## config.mk

```make
export PLATFORM = sky130hd
export DESIGN_NAME = pwr_guard
export DESIGN_NICKNAME = d
export VERILOG_FILES = /design/src/rtl/pwr_guard_pkg.sv /design/src/rtl/pg_access_mon.sv /design/src/rtl/pg_timer.sv /design/src/rtl/pg_out_gate.sv /design/src/rtl/pwr_guard.sv
export SDC_FILE = /design/constraint.sdc
export NUM_CORES = 1
export LEC_CHECK = 0
export ABC_CLOCK_PERIOD_IN_PS = 2500
export BUFFER_PORTS_ARGS = -buffer_cell sky130_fd_sc_hd__clkbuf_2
export CAP_MARGIN = 10
export CORE_MARGIN = 8
export CORE_UTILIZATION = 43
export DETAILED_ROUTE_END_ITERATION = 12
export SYNTH_ARGS = -nofsm -noshare
export SYNTH_HDL_FRONTEND = slang
export SYNTH_HIERARCHICAL = 1
export SYNTH_SLANG_ARGS = --single-unit
```

## constraint.sdc

```tcl
create_clock -name clk -period 2.5 [get_ports clk]
set_clock_uncertainty 0.05 [all_clocks]
set_input_delay 0.5 -clock clk [delete_from_list [all_inputs] [get_ports clk]]
set_output_delay 0.5 -clock clk [all_outputs]
set_load 0.02 [all_outputs]
```

## src/rtl/pwr_guard_pkg.sv

```systemverilog
package pwr_guard_pkg;

    typedef enum logic [2:0] {
        ST_NORMAL     = 3'd0,
        ST_PF_PENDING = 3'd1,
        ST_PROTECTED  = 3'd2,
        ST_BATTERY    = 3'd3,
        ST_RECOVERY   = 3'd4
    } guard_state_e;

    typedef struct packed {
        guard_state_e state;
        logic         hold;   // in-flight access still allowed
        logic         armed;  // supply has been good since reset
    } guard_regs_t;

endpackage

```

## src/rtl/pg_access_mon.sv

```systemverilog
module pg_access_mon (
    input  logic ce_n,
    input  logic we_n,
    input  logic oe_n,
    output logic busy
);
    logic wr_cyc;
    logic rd_cyc;

    always_comb begin
        wr_cyc = ~ce_n & ~we_n;
        rd_cyc = ~ce_n & ~oe_n;
        busy   = wr_cyc | rd_cyc;
    end
endmodule

```

## src/rtl/pg_timer.sv

```systemverilog
module pg_timer #(
    parameter int CNT_W = 8
) (
    input  logic             clk,
    input  logic             rst_n,
    input  logic             load,
    input  logic [CNT_W-1:0] load_val,
    output logic             expired
);
    logic [CNT_W-1:0] cnt_d;
    logic [CNT_W-1:0] cnt_q;

    always_comb begin
        cnt_d = cnt_q;
        if (load) begin
            cnt_d = load_val;
        end else if (cnt_q != '0) begin
            cnt_d = cnt_q - 1'b1;
        end
        expired = (cnt_q == '0);
    end

    always_ff @(posedge clk or negedge rst_n) begin
        if (!rst_n) begin
            cnt_q <= '0;
        end else begin
            cnt_q <= cnt_d;
        end
    end
endmodule

```

## src/rtl/pg_out_gate.sv

```systemverilog
module pg_out_gate (
    input  logic pass,
    input  logic ce_n_i,
    input  logic we_n_i,
    input  logic oe_n_i,
    output logic ce_n_o,
    output logic we_n_o,
    output logic oe_n_o,
    output logic dq_oe
);
    always_comb begin
        ce_n_o = pass ? ce_n_i : 1'b1;
        we_n_o = pass ? we_n_i : 1'b1;
        oe_n_o = pass ? oe_n_i : 1'b1;
        dq_oe  = ~ce_n_o & ~oe_n_o & we_n_o;
    end
endmodule

```

## src/rtl/pwr_guard.sv

```systemverilog
module pwr_guard
    import pwr_guard_pkg::*;
#(
    parameter int PROT_CYC  = 128,
    parameter int RECOV_CYC = 100000
) (
    input  logic clk,
    input  logic rst_n,
    input  logic pfd,
    input  logic vso,
    input  logic ce_n_i,
    input  logic we_n_i,
    input  logic oe_n_i,
    output logic ce_n_o,
    output logic we_n_o,
    output logic oe_n_o,
    output logic dq_oe,
    output logic bat_sel
);
    localparam int MAX_CYC = (PROT_CYC > RECOV_CYC) ? PROT_CYC : RECOV_CYC;
    localparam int TMR_W   = $clog2(MAX_CYC + 1);
    localparam logic [TMR_W-1:0] PROT_LOAD  = TMR_W'(PROT_CYC - 1);
    localparam logic [TMR_W-1:0] RECOV_LOAD = TMR_W'(RECOV_CYC - 1);

    guard_regs_t      regs_d;
    guard_regs_t      regs_q;
    guard_state_e     state_q;
    logic             busy;
    logic             tmr_load;
    logic [TMR_W-1:0] tmr_val;
    logic             tmr_expired;
    logic             pass;

    pg_access_mon i_access_mon (
        .ce_n (ce_n_i),
        .we_n (we_n_i),
        .oe_n (oe_n_i),
        .busy (busy)
    );

    pg_timer #(.CNT_W(TMR_W)) i_timer (
        .clk      (clk),
        .rst_n    (rst_n),
        .load     (tmr_load),
        .load_val (tmr_val),
        .expired  (tmr_expired)
    );

    always_comb begin
        regs_d       = regs_q;
        tmr_load     = 1'b0;
        tmr_val      = PROT_LOAD;
        regs_d.armed = regs_q.armed | ~pfd;
        case (regs_q.state)
            ST_NORMAL: begin
                if (pfd) begin
                    regs_d.state = ST_PF_PENDING;
                    regs_d.hold  = busy;
                    tmr_load     = 1'b1;
                    tmr_val      = PROT_LOAD;
                end
            end
            ST_PF_PENDING: begin
                regs_d.hold = regs_q.hold & busy;
                if (!pfd) begin
                    regs_d.state = ST_RECOVERY;
                    tmr_load     = 1'b1;
                    tmr_val      = RECOV_LOAD;
                end else if (tmr_expired) begin
                    regs_d.state = ST_PROTECTED;
                end
            end
            ST_PROTECTED: begin
                if (vso) begin
                    regs_d.state = ST_BATTERY;
                end else if (!pfd) begin
                    regs_d.state = ST_RECOVERY;
                    tmr_load     = 1'b1;
                    tmr_val      = RECOV_LOAD;
                end
            end
            ST_BATTERY: begin
                if (!vso) begin
                    regs_d.state = ST_PROTECTED;
                end
            end
            ST_RECOVERY: begin
                if (pfd) begin
                    regs_d.state = ST_PROTECTED;
                end else if (tmr_expired) begin
                    regs_d.state = ST_NORMAL;
                end
            end
            default: begin
                regs_d.state = ST_PROTECTED;
            end
        endcase
    end

    always_ff @(posedge clk or negedge rst_n) begin
        if (!rst_n) begin
            regs_q <= '{state: ST_PROTECTED, hold: 1'b0, armed: 1'b0};
        end else begin
            regs_q <= regs_d;
        end
    end

    assign state_q = regs_q.state;
    assign pass    = (state_q == ST_NORMAL) |
                     ((state_q == ST_PF_PENDING) & regs_q.hold & busy);
    assign bat_sel = (state_q == ST_BATTERY) & regs_q.armed;

    pg_out_gate i_out_gate (
        .pass   (pass),
        .ce_n_i (ce_n_i),
        .we_n_i (we_n_i),
        .oe_n_i (oe_n_i),
        .ce_n_o (ce_n_o),
        .we_n_o (we_n_o),
        .oe_n_o (oe_n_o),
        .dq_oe  (dq_oe)
    );
endmodule

```

# Word level (Yosys, flattened, before mapping)
# Cells that the tools add are included.
dict set report totals {
  input_bits 7
  romBits 0
  output_inout_bits 5
  word_cells 60
  latch_bits 0
  register_bits 22
  ramBits 0
  memories 0
}
dict set report op_classes {
  n_mul 0
  shift 0
  n_reduce_logical 7
  n_eq_ne 9
  muxes 22
  bitwise_logic 17
  n_div 0
  n_lt_le_gt_ge 0
  add_sub_neg 1
}
# cell n
set ops {}
lappend ops {{17-bit two-way mux} 4}
lappend ops {{17-bit case mux with 2 select lines} 1}
lappend ops {{3-bit two-way mux} 7}
lappend ops {{17-bit zero test} 1}
lappend ops {{17-bit nonzero test} 1}
lappend ops {{17-bit by 1-bit subtractor with 17-bit output, second input constant} 1}
lappend ops {{3-bit case mux with 5 select lines} 1}
lappend ops {{1-bit bitwise AND} 8}
lappend ops {{3-bit by 2-bit == test with 1-bit output, second input constant} 2}
lappend ops {{1-bit two-way mux} 6}
lappend ops {{3-bit by 2-bit != test with 1-bit output, second input constant} 2}
lappend ops {{1-bit inverter} 6}
lappend ops {{5-bit AND reduction} 1}
lappend ops {{4-bit two-way mux} 1}
lappend ops {{2-bit != test, second input constant} 2}
lappend ops {{2-bit nonzero test} 2}
lappend ops {{3-bit by 1-bit == test with 1-bit output, second input constant} 1}
lappend ops {{3-bit == test, second input constant} 1}
lappend ops {{3-bit zero test} 1}
lappend ops {{3-bit != test, second input constant} 1}
lappend ops {{1-bit bitwise OR} 3}
lappend ops {{1-bit case mux with 3 select lines} 1}
lappend ops {{1-bit case mux with 2 select lines} 1}
lappend ops {{2-bit AND reduction} 1}

# Longest topological paths before layout
# Gate-level depths: netlist (run 1).
dict set report depth {
  depth_word 9
  ltp_mapped 9
}

# Modules after synthesis
# The synthesis (run 1) kept the hierarchy.
# module seq_area_each_um2 area_per_inst_um2 cells_each instances
set by_module_without_submodules {}
lappend by_module_without_submodules {pg_timer 425.4 1033.5 109 1}
lappend by_module_without_submodules {pwr_guard 126.4 355.3 42 1}
lappend by_module_without_submodules {pg_out_gate 0.0 31.3 4 1}
lappend by_module_without_submodules {pg_access_mon 0.0 8.8 1 1}

# Worst setup path before layout (run 1)
# Ideal clock, no wire load.
dict set report synth_timing {
  path_kind {register to register}
  startpoint {register i_timer.cnt_q[0]}
  endpoint {register regs_q (netlist bit state_q[1])}
  arrival_ns 2.007
  stages_incl_launch_ff 10
  synth_period_minus_slack_ns 2.132
  t_required_ns 2.375
  setup_ns 0.075
  n_path_buf 1
  setup_slack_ns 0.368
  path_cell_list {dfrtp_1 > inv_1 > ha_1 > nor4b_1 > nand2b_1 > nor3_2 > buf_2 > a21oi_1 > nor2_1 > a2bb2oi_1}
}
dict set report synth_via {
  elab_chain_len 3
}
# element line
set synth_lines {}
lappend synth_lines {{start, declared} pg_timer.sv:11} ;# logic [CNT_W-1:0] cnt_q;
lappend synth_lines {{start signal, assigned} pg_timer.sv:27} ;# cnt_q <= cnt_d;
lappend synth_lines {{17-bit zero test (*)} pg_timer.sv:20} ;# expired = (cnt_q == '0);
lappend synth_lines {{named net tmr_expired} pwr_guard.sv:31} ;# logic tmr_expired;
lappend synth_lines {{3-bit by 2-bit != test with 1-bit output (no source line)} n/a}
lappend synth_lines {{5-bit AND reduction (no source line) (*)} n/a}
lappend synth_lines {{end signal, assigned} pwr_guard.sv:102} ;# regs_q <= '{state: ST_PROTECTED, hold: 1'b0, armed: 1'b0};
lappend synth_lines {{end signal, assigned} pwr_guard.sv:104} ;# regs_q <= regs_d;
lappend synth_lines {{end, declared} pwr_guard.sv:26} ;# guard_regs_t regs_q;
# The timed path passes the listed nets; every way through them passes the cells marked *.
# A chain may end at the register's enable or synchronous reset.

# Worst setup path after layout (run 1)
dict set report layout_timing {
  startpoint {register regs_q (netlist bit state_q[1])}
  endpoint {output dq_oe}
}
dict set report layout_via {
  elab_chain_len 8
}
# element line
set layout_lines {}
lappend layout_lines {{3-bit by 1-bit == test with 1-bit output} pwr_guard.sv:110} ;# ((state_q == ST_PF_PENDING) & regs_q.hold & busy);
lappend layout_lines {{1-bit bitwise AND (2 in series)} pwr_guard.sv:110}
lappend layout_lines {{1-bit bitwise OR (*)} pwr_guard.sv:109} ;# assign pass = (state_q == ST_NORMAL) |
lappend layout_lines {{named net pass} pwr_guard.sv:32} ;# logic pass;
lappend layout_lines {{1-bit two-way mux, on equally long branches} {pg_out_gate.sv:12, pg_out_gate.sv:14}}
lappend layout_lines {{1-bit inverter} pg_out_gate.sv:15} ;# dq_oe = ~ce_n_o & ~oe_n_o & we_n_o;
lappend layout_lines {{1-bit bitwise AND} pg_out_gate.sv:15}
lappend layout_lines {{1-bit bitwise AND (*)} pg_out_gate.sv:15}
lappend layout_lines {{end, declared} pwr_guard.sv:17} ;# output logic dq_oe,
# Marks and branches as above.

==> metrics.csv, run 1 <==
stage,metric,value,unit
place,hpwl,2330,µm
yosys,synth_edf_count,0,
yosys,ys.flop_type,dfrtp_1,
timing,worst_pin_slew,0.603,ns
cells_and_area,layout-drive-gt1-share,0.172,
cells_and_area,nets,183,
route,wl_per_cell,14.2,µm
critical_path,worstSetupPathType,register to output pin,
route,via_per_inst,5.27,
clock_network,cts_tree,yes,
yosys,ys_warn_count,6,
route,drt_iter0_drc,77,
clock_network,clock_path_buffers,2,
power,finalPower,1900,µW
critical_path,worst-r2r-cell-count,6,
clock_network,ctsHoldBuffers,0,
yosys,synth.distinct_cells,46,
route,ant_nets,0,
global_route,busiest_layer,met2,
route,drt-pass1-iter-count,4,
yosys,synth-seq-cells,22,
global_route,antenna_found_initial,0,
clock_network,post_cts_buffers,0,
place,dp.cells,216,
clock_network,clk_transition_reported_paths,0.13,ns
timing,fin_tns_setup,0,ns
timing,hold_slack,0.111,ns
critical_path,worstSetupStartpointType,register,
power,pwr-share-comb,0.505,
run,maxCapViolCount,0,
cells_and_area,n_antenna_cell,0,
critical_path,crit-reg2reg-launch,i_timer/cnt_q[0]$_DFFE_PN0P_,
cells_and_area,fill_cells,336,
timing,slew_viol_final,0,
timing,clock.fmax,442,MHz
floorplanning,num_io_pins,12,
run_status,outcome,completed,
global_route,grt_pass1_vias,1178,
yosys,synth_cells,156,
global_route,grt_first_pass_wirelength,5390,µm
power,p_leak,0.000630,µW
timing,min_period,2.26,ns
critical_path,r2r_setup_slack,0.31,ns
floorplanning,die_w,73.6,µm
power,internal_power,1040,µW
timing,hold_violations,0,
critical_path,crit_path_end_kind,output pin,
cells_and_area,fin_cells,220,
critical_path,crit_fanout,10,
yosys,async_reset_ff_frac,1.00,
global_route,grt_max_degree,27,
route,wl,3130,µm
critical_path,required,1.95,ns
cells_and_area,area_growth,10.9,%
critical_path,r2r-end,i_timer/cnt_q[0]$_DFFE_PN0P_,
route,drcViolationCount,0,
power,vdd_drop_max,491,µV
yosys,ys_seq_area_frac,0.386,
floorplanning,rows,21,
cells_and_area,final_area,1590,µm²
global_route,use_met3,0.0232,
global_route,grtUsageTotal,0.125,
min_path,hp-class,input pin to async pin,
place,place_congestion,0.829,
floorplanning,die_area,5420,µm²
critical_path,worstPathArrival,1.71,ns
global_route,met2_usage,0.201,
global_route,use_met1,0.162,
timing,rsz0062_at_grt,no,
clock_network,cts_sinks,22,
power,p_clk_frac,0.107,
clock_network,cts_inserted_buffers,3,
floorplanning,die_y,73.6,µm
place,place_area,1550,µm²
route,routed-via-count,1160,
yosys,syn_area_per_cell,9.16,µm²
clock_network,cts_root_buffer,clkbuf_4,
timing,setup_viol_count_final,0,
timing,period_share,0.905,
timing,relSlewSlack,0.595,
clock_network,cts-resized-gates,0,
power,p_switching,863,µW
power,powerDensity,1200,nW/µm²
floorplanning,core_area,3260,µm²
clock_network,cts.htree.levels,1,
global_route,globalRouteOverflowTotal,0,
power,p_seq_frac,0.388,
place,port_buffers,11,
floorplanning,start_util,0.439,
clock_network,clk_latency,0.31,ns
yosys,netlist_area,1430,µm²
power,swShare,0.455,
cell usage in the layout (no fill, tap or decap), types with 3 or more instances in the layout:
cell type	instances
clkbuf_4	3
clkbuf_2	11
nor2_1	10
buf_4	4
nand2b_1	9
nand2_1	20
nor4_1	4
conb_1	10
dfrtp_1	21
xor2_1	4
a21oi_1	6
o21ai_0	3
o31ai_1	14
nor3_1	6
xnor2_1	8
a21boi_0	4
how the worst max path moves through the flow:
stage,start,to,slack (ns),depth (start not counted)
finish,state_q[1]$_DFFE_PN1P_,dq_oe,0.24,4
global route,i_timer/cnt_q[0]$_DFFE_PN0P_,state_q[1]$_DFFE_PN1P_,0.03,8
CTS,state_q[1]$_DFFE_PN1P_,dq_oe,0.20,4
detailed placement,oe_n_i,dq_oe,0.28,6
global placement,oe_n_i,dq_oe,0.37,6
floorplan,i_timer/cnt_q[0]$_DFFE_PN0P_,state_q[1]$_DFFE_PN1P_,0.37,9
cells by family (layout without fill, tap and decap cells):
group	count (synthesis)	in the layout	synth area share
AOI/OAI and AO/OA	35	35	0.175
xor gates and xnor gates	12	12	0.0736
adders and majority gates	1	1	0.00876
buffers and inverters	11	21	0.0438
DFF	22	22	0.386
muxes	2	2	0.0140
other	2	10	0.00526
and+or+nand+nor	71	71	0.293
worst max-delay path, stage by stage, from the launching register on:
cell and delay, ns:
dfstp_2 0.45, nor2_1 0.14, a21boi_0 0.38, and4bb_2 0.28, clkbuf_2 0.17
synth_stat cells (2+ instances only):
library cell,number,area (µm²)
buf_2,2,10.0
nor2b_1,2,12.5
clkbuf_1,4,15.0
nor3_1,6,30.0
a21oi_1,6,30.0
or4_1,2,15.0
nor4b_1,2,17.5
nor2_1,11,41.3
xor2_1,4,35.0
inv_1,2,7.51
nand2_1,20,75.1
xnor2_1,8,70.1
buf_6,2,22.5
o31ai_1,14,105
mux2i_1,2,20.0
or3_1,2,12.5
o21ai_0,3,15.0
nor4_1,4,25.0
a21boi_0,4,30.0
nand2b_1,9,56.3
conb_1,2,7.51
dfrtp_1,21,526
state kept, by name, summed over array words and instances, names as in the netlist:
| name | flops |
|---|---|
| i_timer/cnt_q | 17 |
| regs_q | 2 |
| state_q | 3 |
power by group through the flow:
stage                     registers (µW)  logic (µW)  clock network [µW]
after detailed placement             744         954                   0
after global placement               725         933                   0
after floorplan                      659         828                   0
final                                736         960                 203
after CTS                            736         966                 213
after global routing                 764        1080                 225
per-stage QoR:
stage                util  setup WS [ns]
CTS                 0.487          0.201
detailed placement  0.475          0.275
finish              0.487          0.238
floorplan               -          0.368
global placement    0.475          0.365
global route        0.487         0.0285
final cells by class:
class,count,area [µm²],area share
tap,46,57.6,0.0363
timing repair buffer,15,85.1,0.0537
multi-input combinational,131,847,0.534
sequential,22,552,0.348
clock buffer,4,36.3,0.0229
inverter,2,7.51,0.00474
routing by layer:
metal | vias to the layer above | wire length [µm] | part of all wire
li1 | 591 | - | -
met1 | 556 | 1540 | 0.49
met2 | 11 | 1500 | 0.48
met3 | 2 | 68 | 0.022
met4 | 0 | 19 | 0.0061
met5 | - | 0 | 0
Note: power is estimated with default switching activity, not from simulation.
==> inputs of run 2 (changes only) <==
--- a/config.mk
+++ b/config.mk
@@ -9,7 +9,7 @@
 export BUFFER_PORTS_ARGS = -buffer_cell sky130_fd_sc_hd__clkbuf_2
 export CAP_MARGIN = 10
 export CORE_MARGIN = 8
-export CORE_UTILIZATION = 43
+export CORE_UTILIZATION = 35
 export DETAILED_ROUTE_END_ITERATION = 12
 export SYNTH_ARGS = -nofsm -noshare
 export SYNTH_HDL_FRONTEND = slang
==> constraint.sdc (replaced) <==
create_clock -name clk -period 2.5 [get_ports clk]
set_clock_uncertainty 0.05 [all_clocks]
set_input_delay 0.625 -clock clk [delete_from_list [all_inputs] [get_ports clk]]
set_output_delay 0.625 -clock clk [all_outputs]
set_load 0.02 [all_outputs]
==> run 2 against run 1 <==
Effect of this change:
- wire length is 0.61% higher
- maximum frequency decreased by 1.7%
- combinational power is 3.2% higher
- largest cell class unchanged
- via count is 1.9% higher
- global-route usage decreased by 1.9 points
- first-iteration DRC count shrank 10%
==> metrics.csv, run 2 (synthesized netlist as in run 1, its figures left out) <==
stage,metric,value,unit
place,pre_cts_ws,0.216,ns
clock_network,cts_tree,yes,
critical_path,worstSetupStartpointType,input pin,
cells_and_area,nets,185,
timing,clock.fmax,434,MHz
place,place_congestion,0.798,
power,p_leak,0.000647,µW
critical_path,crit_fanout,3,
route,drt-pass1-iter-count,4,
timing,setup_ws,0.198,ns
power,p_clk_frac,0.130,
critical_path,worstPathArrival,1.63,ns
route,wl,3150,µm
global_route,grt_pass1_vias,1196,
cells_and_area,n_antenna_cell,0,
critical_path,crit_path_end_kind,output pin,
critical_path,worstSetupPathType,input pin to output pin,
cells_and_area,area_growth,13.7,%
global_route,antenna_found_initial,0,
power,vdd_drop_max,476,µV
clock_network,cts_sinks,22,
power,p_switching,866,µW
floorplanning,die_y,79.9,µm
power,internal_power,1120,µW
clock_network,clk_latency,0.26,ns
floorplanning,core_area,3970,µm²
global_route,grt_first_pass_wirelength,5430,µm
place,hpwl,2350,µm
route,drcViolationCount,0,
floorplanning,start_util,0.360,
route,drt_iter0_drc,69,
cells_and_area,largest_reg_flops,17,
min_path,hp-class,input pin to async pin,
timing,worst_pin_slew,0.576,ns
route,ant_nets,0,
route,wl_per_cell,13.9,µm
critical_path,required,1.82,ns
cells_and_area,final_cell_mix,"21 x dfrtp_1, 20 x nand2_1, 14 x o31ai_1",
floorplanning,die_area,6380,µm²
route,via_per_inst,5.23,
clock_network,cts_inserted_buffers,3,
cells_and_area,largest_register,i_timer/cnt_q,
cells_and_area,final_common_cell,dfrtp_1,
clock_network,post_cts_buffers,0,
timing,setup_viol_count_final,0,
power,pwr-share-comb,0.500,
run,maxCapViolCount,0,
power,powerDensity,1220,nW/µm²
timing,rsz0062_at_grt,no,
power,swShare,0.437,
timing,min_period,2.30,ns
place,port_buffers,11,
power,p_seq_frac,0.370,
clock_network,clk_transition_reported_paths,0.08,ns
timing,relSlewSlack,0.616,
clock_network,clock_path_buffers,2,
floorplanning,num_io_pins,12,
clock_network,cts-resized-gates,0,
floorplanning,die_w,79.9,µm
route,routed-via-count,1182,
global_route,grtUsageTotal,0.105,
timing,hold_violations,0,
clock_network,cts_root_buffer,clkbuf_8,
clock_network,cts.htree.levels,1,
floorplanning,rows,23,
run_status,outcome,completed,
global_route,globalRouteOverflowTotal,0,
global_route,grt_max_degree,23,
clock_network,ctsHoldBuffers,0,
timing,fin_tns_setup,0,ns
timing,slew_viol_final,0,
cells_and_area,layout-drive-gt1-share,0.182,
timing,period_share,0.921,
## run 2: changes by cell type in the layout (fill, tap and decap cells not counted)
cell	delta
clkbuf_4	-3
clkbuf_8	+3
buf_4	+2
## run 2: final cells by class
cell class | count | area, µm²
Fill cell | 393 | 2350
Multi-Input combinational cell | 131 | 847
Sequential cell | 22 | 552
Timing Repair Buffer | 17 | 100
Tap cell | 50 | 62.6
Clock buffer | 4 | 55.1
Inverter | 2 | 7.51
## run 2: worst max-delay path, stage by stage
cell and delay (ns):
clkbuf_2 0.11, a21oi_2 0.18, nand2_1 0.07, a21boi_0 0.23, and4bb_2 0.25, clkbuf_2 0.16
## run 2: power by group through the flow
stage / clock (µW) / sequential (µW) / combinational (µW)
after floorplan: 0 / 659 / 828
after global placement: 0 / 727 / 945
after detailed placement: 0 / 735 / 993
after CTS: 267 / 730 / 999
after global routing: 283 / 759 / 1110
final: 258 / 733 / 991
## run 2: final timing paths
kind                            slack [ns]                          from  cells past startpoint                           end
worst min register to register        0.43           regs_q[0]$_DFF_PN0_                      1           regs_q[0]$_DFF_PN0_
worst min-delay path                  0.29                         rst_n                      1        state_q[0]$_DFFE_PN0P_
worst max-delay path                  0.20                        oe_n_i                      6                         dq_oe
min in group clk                      0.43           regs_q[0]$_DFF_PN0_                      1           regs_q[0]$_DFF_PN0_
max in group asynchronous             1.73                         rst_n                      1         regs_q[1]$_DFFE_PN0P_
worst max register to register        0.24  i_timer/cnt_q[0]$_DFFE_PN0P_                      6  i_timer/cnt_q[0]$_DFFE_PN0P_
## run 2: layer usage
layer  global-route usage  routed length, µm
met1                0.117               1440
met5                    0                  0
met4               0.0545                 42
met2                0.187               1600
met3               0.0169                 69
## run 2: metrics by stage
step                      std cells  area (µm²)   util  total power, µW  hold WS (ns)
final                           226        1620  0.409             1980         0.291
after global routing            226        1620  0.409             2150         0.333
after CTS                       226        1620  0.409             2000         0.311
after detailed placement        222        1570  0.395             1730         0.412
after global placement          222        1570  0.395             1670         0.393
after floorplan                 164        1460      -             1490         0.279
